==> src/rtl/bert_gen_pkg.sv <==
// Shared constants, the pattern-kind type and a span-mask helper for the
// BERT pattern generator. Assumes the register is at least 20 bits wide
// so that the fixed quasi-random polynomial fits.
package bert_gen_pkg;

    localparam int REG_W    = 32;
    localparam int IDX_W    = $clog2(REG_W);
    localparam int QRSS_MSB = 19;   // x^20 -> register bit 19
    localparam int QRSS_TAP = 16;   // x^17 -> register bit 16
    localparam int ZRUN_MAX = 14;
    localparam int BYTE_W   = 8;

    typedef enum logic [1:0] {
        PAT_PRBS = 2'd0,
        PAT_REP  = 2'd1,
        PAT_QRSS = 2'd2
    } pat_kind_e;

    // Ones in bits 0..top, zeros above.
    function automatic logic [REG_W-1:0] span_mask(input logic [IDX_W-1:0] top);
        logic [REG_W-1:0] m;
        for (int i = 0; i < REG_W; i++) begin
            m[i] = (i <= int'(top));
        end
        return m;
    endfunction

endpackage

==> src/rtl/bert_cfg_decode.sv <==
// Turns the raw set-up fields into a pattern kind, the index of the span's
// top bit and the feedback tap index. Purely combinational. Assumes the
// caller registers the result at load time.
module bert_cfg_decode
    import bert_gen_pkg::*;
(
    input  logic             pat_rep,
    input  logic             qrss_sel,
    input  logic [IDX_W-1:0] len_fld,
    input  logic [IDX_W-1:0] tap_fld,
    output pat_kind_e        kind,
    output logic [IDX_W-1:0] msb_idx,
    output logic [IDX_W-1:0] tap_idx
);

    // Pick the mode and clamp out-of-range exponents.
    always_comb begin
        if (qrss_sel) begin
            kind    = PAT_QRSS;
            msb_idx = IDX_W'(QRSS_MSB);
            tap_idx = IDX_W'(QRSS_TAP);
        end else if (pat_rep) begin
            kind    = PAT_REP;
            msb_idx = len_fld;
            tap_idx = '0;
        end else begin
            kind    = PAT_PRBS;
            msb_idx = (len_fld == '0) ? IDX_W'(1) : len_fld;
            if (tap_fld != '0 && tap_fld <= msb_idx) begin
                tap_idx = tap_fld - 1'b1;
            end else begin
                tap_idx = '0;
            end
        end
    end

endmodule

==> src/rtl/bert_shift_engine.sv <==
// The single shift register behind all three pattern kinds. It loads from the
// seed (or from all ones), then steps as a linear feedback register or as a
// rotator. The raw pattern bit is the top bit of the active span.
// Assumes msb/tap indices were checked by the decoder.
module bert_shift_engine
    import bert_gen_pkg::*;
(
    input  logic             clk,
    input  logic             rst_n,
    input  logic             load_go,
    input  pat_kind_e        ld_kind,
    input  logic [IDX_W-1:0] ld_msb,
    input  logic [REG_W-1:0] ld_seed,
    input  logic             step,
    input  pat_kind_e        run_kind,
    input  logic [IDX_W-1:0] run_msb,
    input  logic [IDX_W-1:0] run_tap,
    output logic             raw_bit
);

    logic [REG_W-1:0] state;
    logic [REG_W-1:0] ld_mask;
    logic [REG_W-1:0] load_val;
    logic [REG_W-1:0] next_val;
    logic             fill_bit;

    // Value placed in the register on a load, with zero-seed protection.
    always_comb begin
        ld_mask = span_mask(ld_msb);
        case (ld_kind)
            PAT_QRSS: load_val = ld_mask;
            PAT_REP:  load_val = ld_seed & ld_mask;
            default:  load_val = ((ld_seed & ld_mask) == '0) ? ld_mask : (ld_seed & ld_mask);
        endcase
    end

    // Next state for one step: feedback XOR or plain rotation.
    always_comb begin
        if (run_kind == PAT_REP) begin
            fill_bit = state[run_msb];
        end else begin
            fill_bit = state[run_msb] ^ state[run_tap];
        end
        next_val = {state[REG_W-2:0], fill_bit} & span_mask(run_msb);
    end

    // Register update: load wins over step.
    always_ff @(posedge clk) begin
        if (!rst_n) begin
            state <= '0;
        end else if (load_go) begin
            state <= load_val;
        end else if (step) begin
            state <= next_val;
        end
    end

    assign raw_bit = state[run_msb];

endmodule

==> src/rtl/bert_zero_limiter.sv <==
// Counts consecutive zero pattern bits and forces a one once the count
// reaches the limit. It is active only while limit_en is high (quasi-random
// mode). Assumes clear is raised on every load and every disable.
module bert_zero_limiter #(
    parameter int RUN_MAX = 14
) (
    input  logic clk,
    input  logic rst_n,
    input  logic clear,
    input  logic step,
    input  logic limit_en,
    input  logic raw_bit,
    output logic pat_bit
);

    localparam int CNT_W = $clog2(RUN_MAX + 1);

    logic [CNT_W-1:0] zcnt;
    logic             force_one;

    assign force_one = limit_en && (zcnt == CNT_W'(RUN_MAX));
    assign pat_bit   = raw_bit | force_one;

    // Track the length of the current run of emitted zeros.
    always_ff @(posedge clk) begin
        if (!rst_n) begin
            zcnt <= '0;
        end else if (clear) begin
            zcnt <= '0;
        end else if (step && limit_en) begin
            zcnt <= pat_bit ? '0 : zcnt + 1'b1;
        end
    end

endmodule

==> src/rtl/bert_byte_packer.sv <==
// Gathers output bits most-significant-bit first and emits a byte with a
// one-cycle valid pulse after every BYTE_LEN steps.
// Assumes BYTE_LEN >= 3 and that clear restarts the count.
module bert_byte_packer #(
    parameter int BYTE_LEN = 8
) (
    input  logic                clk,
    input  logic                rst_n,
    input  logic                clear,
    input  logic                step,
    input  logic                bit_in,
    output logic [BYTE_LEN-1:0] byte_out,
    output logic                byte_valid
);

    localparam int CNT_W = $clog2(BYTE_LEN);

    logic [CNT_W-1:0]    cnt;
    logic [BYTE_LEN-2:0] acc;

    // Shift bits in and publish a full byte on the last one.
    always_ff @(posedge clk) begin
        if (!rst_n) begin
            cnt        <= '0;
            acc        <= '0;
            byte_out   <= '0;
            byte_valid <= 1'b0;
        end else if (clear) begin
            cnt        <= '0;
            byte_valid <= 1'b0;
        end else if (step) begin
            acc <= {acc[BYTE_LEN-3:0], bit_in};
            if (cnt == CNT_W'(BYTE_LEN - 1)) begin
                byte_out   <= {acc, bit_in};
                byte_valid <= 1'b1;
                cnt        <= '0;
            end else begin
                byte_valid <= 1'b0;
                cnt        <= cnt + 1'b1;
            end
        end else begin
            byte_valid <= 1'b0;
        end
    end

endmodule

==> src/rtl/bert_pattern_gen.sv <==
// Top level of the BERT pattern generator. It copies the set-up at load,
// runs the shared shift engine, applies quasi-random zero limiting and live
// inversion, and packs the output into bytes.
// Assumes one advance strobe per consumed payload bit.
module bert_pattern_gen
    import bert_gen_pkg::*;
#(
    parameter int STREAM_W = 6
) (
    input  logic                clk,
    input  logic                rst_n,
    input  logic                gen_en,
    input  logic [STREAM_W-1:0] stream_sel,
    input  logic                pat_rep,
    input  logic                qrss_sel,
    input  logic [IDX_W-1:0]    len_fld,
    input  logic [IDX_W-1:0]    tap_fld,
    input  logic [REG_W-1:0]    seed_val,
    input  logic                load,
    input  logic                invert,
    input  logic                advance,
    output logic                bit_out,
    output logic                bit_valid,
    output logic [BYTE_W-1:0]   byte_out,
    output logic                byte_valid,
    output logic [STREAM_W-1:0] stream_id
);

    logic                load_go;
    logic                step;
    logic                restart;
    logic                running;
    pat_kind_e           dec_kind;
    pat_kind_e           kind_q;
    logic [IDX_W-1:0]    dec_msb;
    logic [IDX_W-1:0]    dec_tap;
    logic [IDX_W-1:0]    msb_q;
    logic [IDX_W-1:0]    tap_q;
    logic [STREAM_W-1:0] stream_q;
    logic                raw_bit;
    logic                pat_bit;

    assign load_go = gen_en & load;
    assign step    = gen_en & running & advance & ~load;
    assign restart = load_go | ~gen_en;

    bert_cfg_decode u_dec (
        .pat_rep  (pat_rep),
        .qrss_sel (qrss_sel),
        .len_fld  (len_fld),
        .tap_fld  (tap_fld),
        .kind     (dec_kind),
        .msb_idx  (dec_msb),
        .tap_idx  (dec_tap)
    );

    // Hold the decoded set-up and the stream number from the last load.
    always_ff @(posedge clk) begin
        if (!rst_n) begin
            kind_q   <= PAT_PRBS;
            msb_q    <= IDX_W'(1);
            tap_q    <= '0;
            stream_q <= '0;
        end else if (load_go) begin
            kind_q   <= dec_kind;
            msb_q    <= dec_msb;
            tap_q    <= dec_tap;
            stream_q <= stream_sel;
        end
    end

    // Running flag: set by an accepted load, cleared by disable.
    always_ff @(posedge clk) begin
        if (!rst_n) begin
            running <= 1'b0;
        end else if (!gen_en) begin
            running <= 1'b0;
        end else if (load) begin
            running <= 1'b1;
        end
    end

    bert_shift_engine u_eng (
        .clk      (clk),
        .rst_n    (rst_n),
        .load_go  (load_go),
        .ld_kind  (dec_kind),
        .ld_msb   (dec_msb),
        .ld_seed  (seed_val),
        .step     (step),
        .run_kind (kind_q),
        .run_msb  (msb_q),
        .run_tap  (tap_q),
        .raw_bit  (raw_bit)
    );

    bert_zero_limiter #(
        .RUN_MAX (ZRUN_MAX)
    ) u_lim (
        .clk      (clk),
        .rst_n    (rst_n),
        .clear    (restart),
        .step     (step),
        .limit_en (kind_q == PAT_QRSS),
        .raw_bit  (raw_bit),
        .pat_bit  (pat_bit)
    );

    assign bit_out   = running & (pat_bit ^ invert);
    assign bit_valid = running;
    assign stream_id = stream_q;

    bert_byte_packer #(
        .BYTE_LEN (BYTE_W)
    ) u_pack (
        .clk        (clk),
        .rst_n      (rst_n),
        .clear      (restart),
        .step       (step),
        .bit_in     (bit_out),
        .byte_out   (byte_out),
        .byte_valid (byte_valid)
    );

endmodule

==> config.mk <==
export PLATFORM = sky130hd
export DESIGN_NAME = bert_pattern_gen
export DESIGN_NICKNAME = d
export VERILOG_FILES = /design/src/rtl/bert_gen_pkg.sv /design/src/rtl/bert_cfg_decode.sv /design/src/rtl/bert_shift_engine.sv /design/src/rtl/bert_zero_limiter.sv /design/src/rtl/bert_byte_packer.sv /design/src/rtl/bert_pattern_gen.sv
export SDC_FILE = /design/constraint.sdc
export NUM_CORES = 1
export LEC_CHECK = 0
export BUFFER_PORTS_ARGS = -buffer_cell sky130_fd_sc_hd__buf_2
export CAP_MARGIN = 5
export CORE_MARGIN = 8
export CORE_UTILIZATION = 52
export CTS_BUF_LIST = sky130_fd_sc_hd__clkbuf_16
export DETAILED_ROUTE_END_ITERATION = 16
export GPL_ROUTABILITY_DRIVEN = 0
export PLACE_DENSITY = 0.77
export SYNTH_ARGS = -nofsm -noshare
export SYNTH_HDL_FRONTEND = slang
export SYNTH_SLANG_ARGS = --single-unit
==> constraint.sdc <==
create_clock -name clk -period 2 [get_ports clk]
set_input_delay 0.2 -clock clk [delete_from_list [all_inputs] [get_ports clk]]
set_output_delay 0.2 -clock clk [all_outputs]
set_load 0.02 [all_outputs]
==> flow_metrics.py <==
metrics = {
    "grt": {
        "grt_overflow": 0,
        "grt_start_max_net_pins": 31,
        "antenna_found_initial": 0,
        "grtUsageTotal": 0.289,
        "grt_first_pass_wirelength_mm": 29.7,
        "grt_pass1_vias": 5685,
    },
    "yosys": {
        "ys_seq_elements": 74,
        "synth_edf_count": 0,
        "yosys_most_used_dff": "dfxtp_1",
        "synth_top_area_frac": 0.308,
        "syn_area_um2": 4810,
        "synth_most_common_cell": "nand2_1",
        "yosysSeqAreaShare": 0.308,
        "synth_common_cells": "nand2_1 (97), dfxtp_1 (74), a21oi_1 (61)",
        "syn-num-nets": 673,
        "synthCells": 607,
        "avgSynthCellArea_um2": 7.93,
        "ys_top_cells_by_area": "dfxtp_1 (31%), mux4_2 (8.0%), nand2_1 (7.6%)",
        "ys_types": 67,
        "ys_warn_count": 0,
        "yosys.area.top_type": "dfxtp_1",
        "synthArstFlopShare": 0,
    },
    "timing": {
        "worst_slew_pin_slew_ns": 0.779,
        "period_needed_ns": 2.64,
        "setup_viol": 27,
        "drv_slew": 0,
        "finClkSkew_ns": 0.00726,
        "tns_ns": -3.16,
        "rsz0062_at_grt": "true",
        "clock.fmax_ghz": 0.379,
        "layout_setup_ws_ns": -0.635,
        "slew-limit-headroom": 0.479,
        "hold_ws_ns": 0.0866,
        "hold_violations": 0,
        "finalCritPeriodShare": 1.32,
    },
    "die": {
        "core_um2": 9110,
        "io_pins": 73,
        "initial_core_util": 0.528,
        "die_width_um": 112,
        "rows": 35,
        "dieArea_um2": 12600,
        "fp.dieH_um": 112,
    },
    "finish": {
        "area_growth_pct": 39.4,
        "antennaDiodeCount": 0,
        "fin_cells": 872,
        "fin_area_um2": 6710,
        "nets": 822,
        "drive_gt1_frac": 0.392,
    },
    "detailed_routing": {
        "wirelength_mm": 20.5,
        "vias": 6139,
        "drc": 0,
        "drt_iter0_markers": 861,
        "antenna_left": 0,
        "wl_per_cell_um": 23.5,
        "vias_per_cell": 7.04,
        "drt_first_pass_iters": 6,
    },
    "clock_network": {
        "clkTransAtPathRegs_ns": 0.06,
        "cts_sinks": 74,
        "root_buffer": "clkbuf_16",
        "cts_tree": "built",
        "cts_buffers": 9,
        "ctsHtreeMaxLevel": 3,
        "insertion_delay_ns": 0.33,
        "hold_buffers": 0,
        "clock_path_buffers": 2,
    },
    "setup_path": {
        "cp_max_fo": 4,
        "cp.arrival_ns": 2.44,
        "path_cells": "buf_12 -> mux4_2 -> mux2i_1 -> a211oi_1 -> a21oi_2 -> xnor2_2 -> and2_4 -> buf_6",
        "start_kind": "flop",
        "worst-endpoint-required_ns": 1.80,
        "crit_path_top_delay_cell": "mux4_2",
        "max_stage_delay_ns": 0.50,
        "critPathBufInv": 2,
        "cp_top_family": "multiplexers",
        "critPathCaptureType": "output pin",
        "worst-setup-path-type": "flop to output pin",
    },
    "placed_design": {
        "dpl.cell_count": 844,
        "placed_area_um2": 5960,
        "port_buffers": 72,
        "place_hpwl_mm": 13.6,
    },
    "hold_path": {
        "min_path_type": "primary input to flop",
    },
    "status": {
        "status": "complete, but fails checks",
        "failed_checks": "negative setup slack",
    },
    "run": {
        "cap_violations": 0,
    },
    "power": {
        "p_per_area_nw_per_um2": 613,
        "ir_drop_v": 0.000498,
        "p_leak_uw": 0.00271,
    },
}
-- final cells by class --
| class | count | area (um2) |
|---|---|---|
| clock buffers | 9 | 225 |
| clock inverters | 7 | 68.8 |
| fillers | 593 | 2400 |
| inverters | 13 | 48.8 |
| multi-input cells | 465 | 3340 |
| flip-flops and latches | 74 | 1490 |
| well taps | 111 | 139 |
| repair buffers | 193 | 1410 |
-- power breakdown --
group / total, uW / internal [uW] / switching (uW)
combinational: 912 / 406 / 506
sequential: 1570 / 1520 / 48.9
clock: 1630 / 967 / 665
total: 4110 / 2890 / 1220
-- sequential cells by signal, summed over array words and instances (netlist names) --
name	flops
u_pack.byte_valid	1
u_lim.zcnt	4
kind_q	2
msb_q	5
tap_q	5
u_pack.cnt	3
u_pack.acc	7
u_pack.byte_out	8
u_eng.state	32
bit_valid	1
stream_id	6
-- per-stage QoR --
step	worst slack, ns	total power, uW	util
after floorplan	-0.0958	1990	-
after global placement	-0.457	2330	0.655
after global routing	-0.697	4210	0.737
after detailed placement	-0.511	2350	0.655
final	-0.635	4110	0.737
after CTS	-0.505	3980	0.705
-- metal layers --
metal	GRT usage	vias up	share of wire
met2	0.453	630	0.44
li1	-	2554	-
met4	0.152	0	0.064
met5	0	-	0
met3	0.0660	164	0.14
met1	0.364	2791	0.36
-- worst reg2reg max path, stage by stage (launching register included) --
cell and delay, ns:
dfxtp_4 0.40, buf_12 0.13, mux4_2 0.50, mux2i_1 0.25, a211oi_1 0.17, a21oi_2 0.24, xnor2_2 0.15, buf_4 0.16
nand2_2 0.05, a21oi_2 0.14
-- cells in the final DEF, fill, tap and decap left out, types with 8 or more instances in the layout --
| master | netlist | final |
|---|---|---|
| a21oi_1 | 61 | 55 |
| a31oi_1 | 8 | 8 |
| buf_2 | 11 | 67 |
| buf_4 | 0 | 109 |
| buf_6 | 4 | 9 |
| clkbuf_16 | 0 | 10 |
| dfxtp_1 | 74 | 72 |
| ha_1 | 10 | 10 |
| inv_1 | 12 | 13 |
| mux4_2 | 17 | 17 |
| nand2_1 | 97 | 94 |
| nand3_1 | 17 | 15 |
| nor2_1 | 37 | 35 |
| nor3_1 | 29 | 16 |
| nor3_2 | 0 | 13 |
| o21a_1 | 8 | 8 |
| o21ai_0 | 37 | 23 |
| o21ai_1 | 0 | 8 |
-- worst paths after layout --
check                from  slack (ns)            endpoint  cells past startpoint
min            tap_fld[0]        0.09            tap_q[0]                      2
min reg2reg  stream_id[4]        0.46        stream_id[4]                      2
max reg2reg      msb_q[0]       -0.25  u_pack.byte_out[0]                      9
max              msb_q[0]       -0.64             bit_out                      8
-- cells by family after synthesis --
group | after synthesis | share of synthesized area
DFF | 74 | 0.308
AOI/OAI and AO/OA | 197 | 0.276
buffers and inverters | 68 | 0.0621
adders and majority gates | 10 | 0.0260
muxes | 24 | 0.0941
xor gates and xnor gates | 4 | 0.00728
and+or+nand+nor | 230 | 0.227
-- what timing repair did --
item,4_1_cts,5_1_grt
endpoints found under the setup margin,35,39
buffers inserted,10,7
resized for setup,23,63
gates cloned,0,1
pin swaps,10,29
No activity file was read; power rests on OpenSTA's default activity.
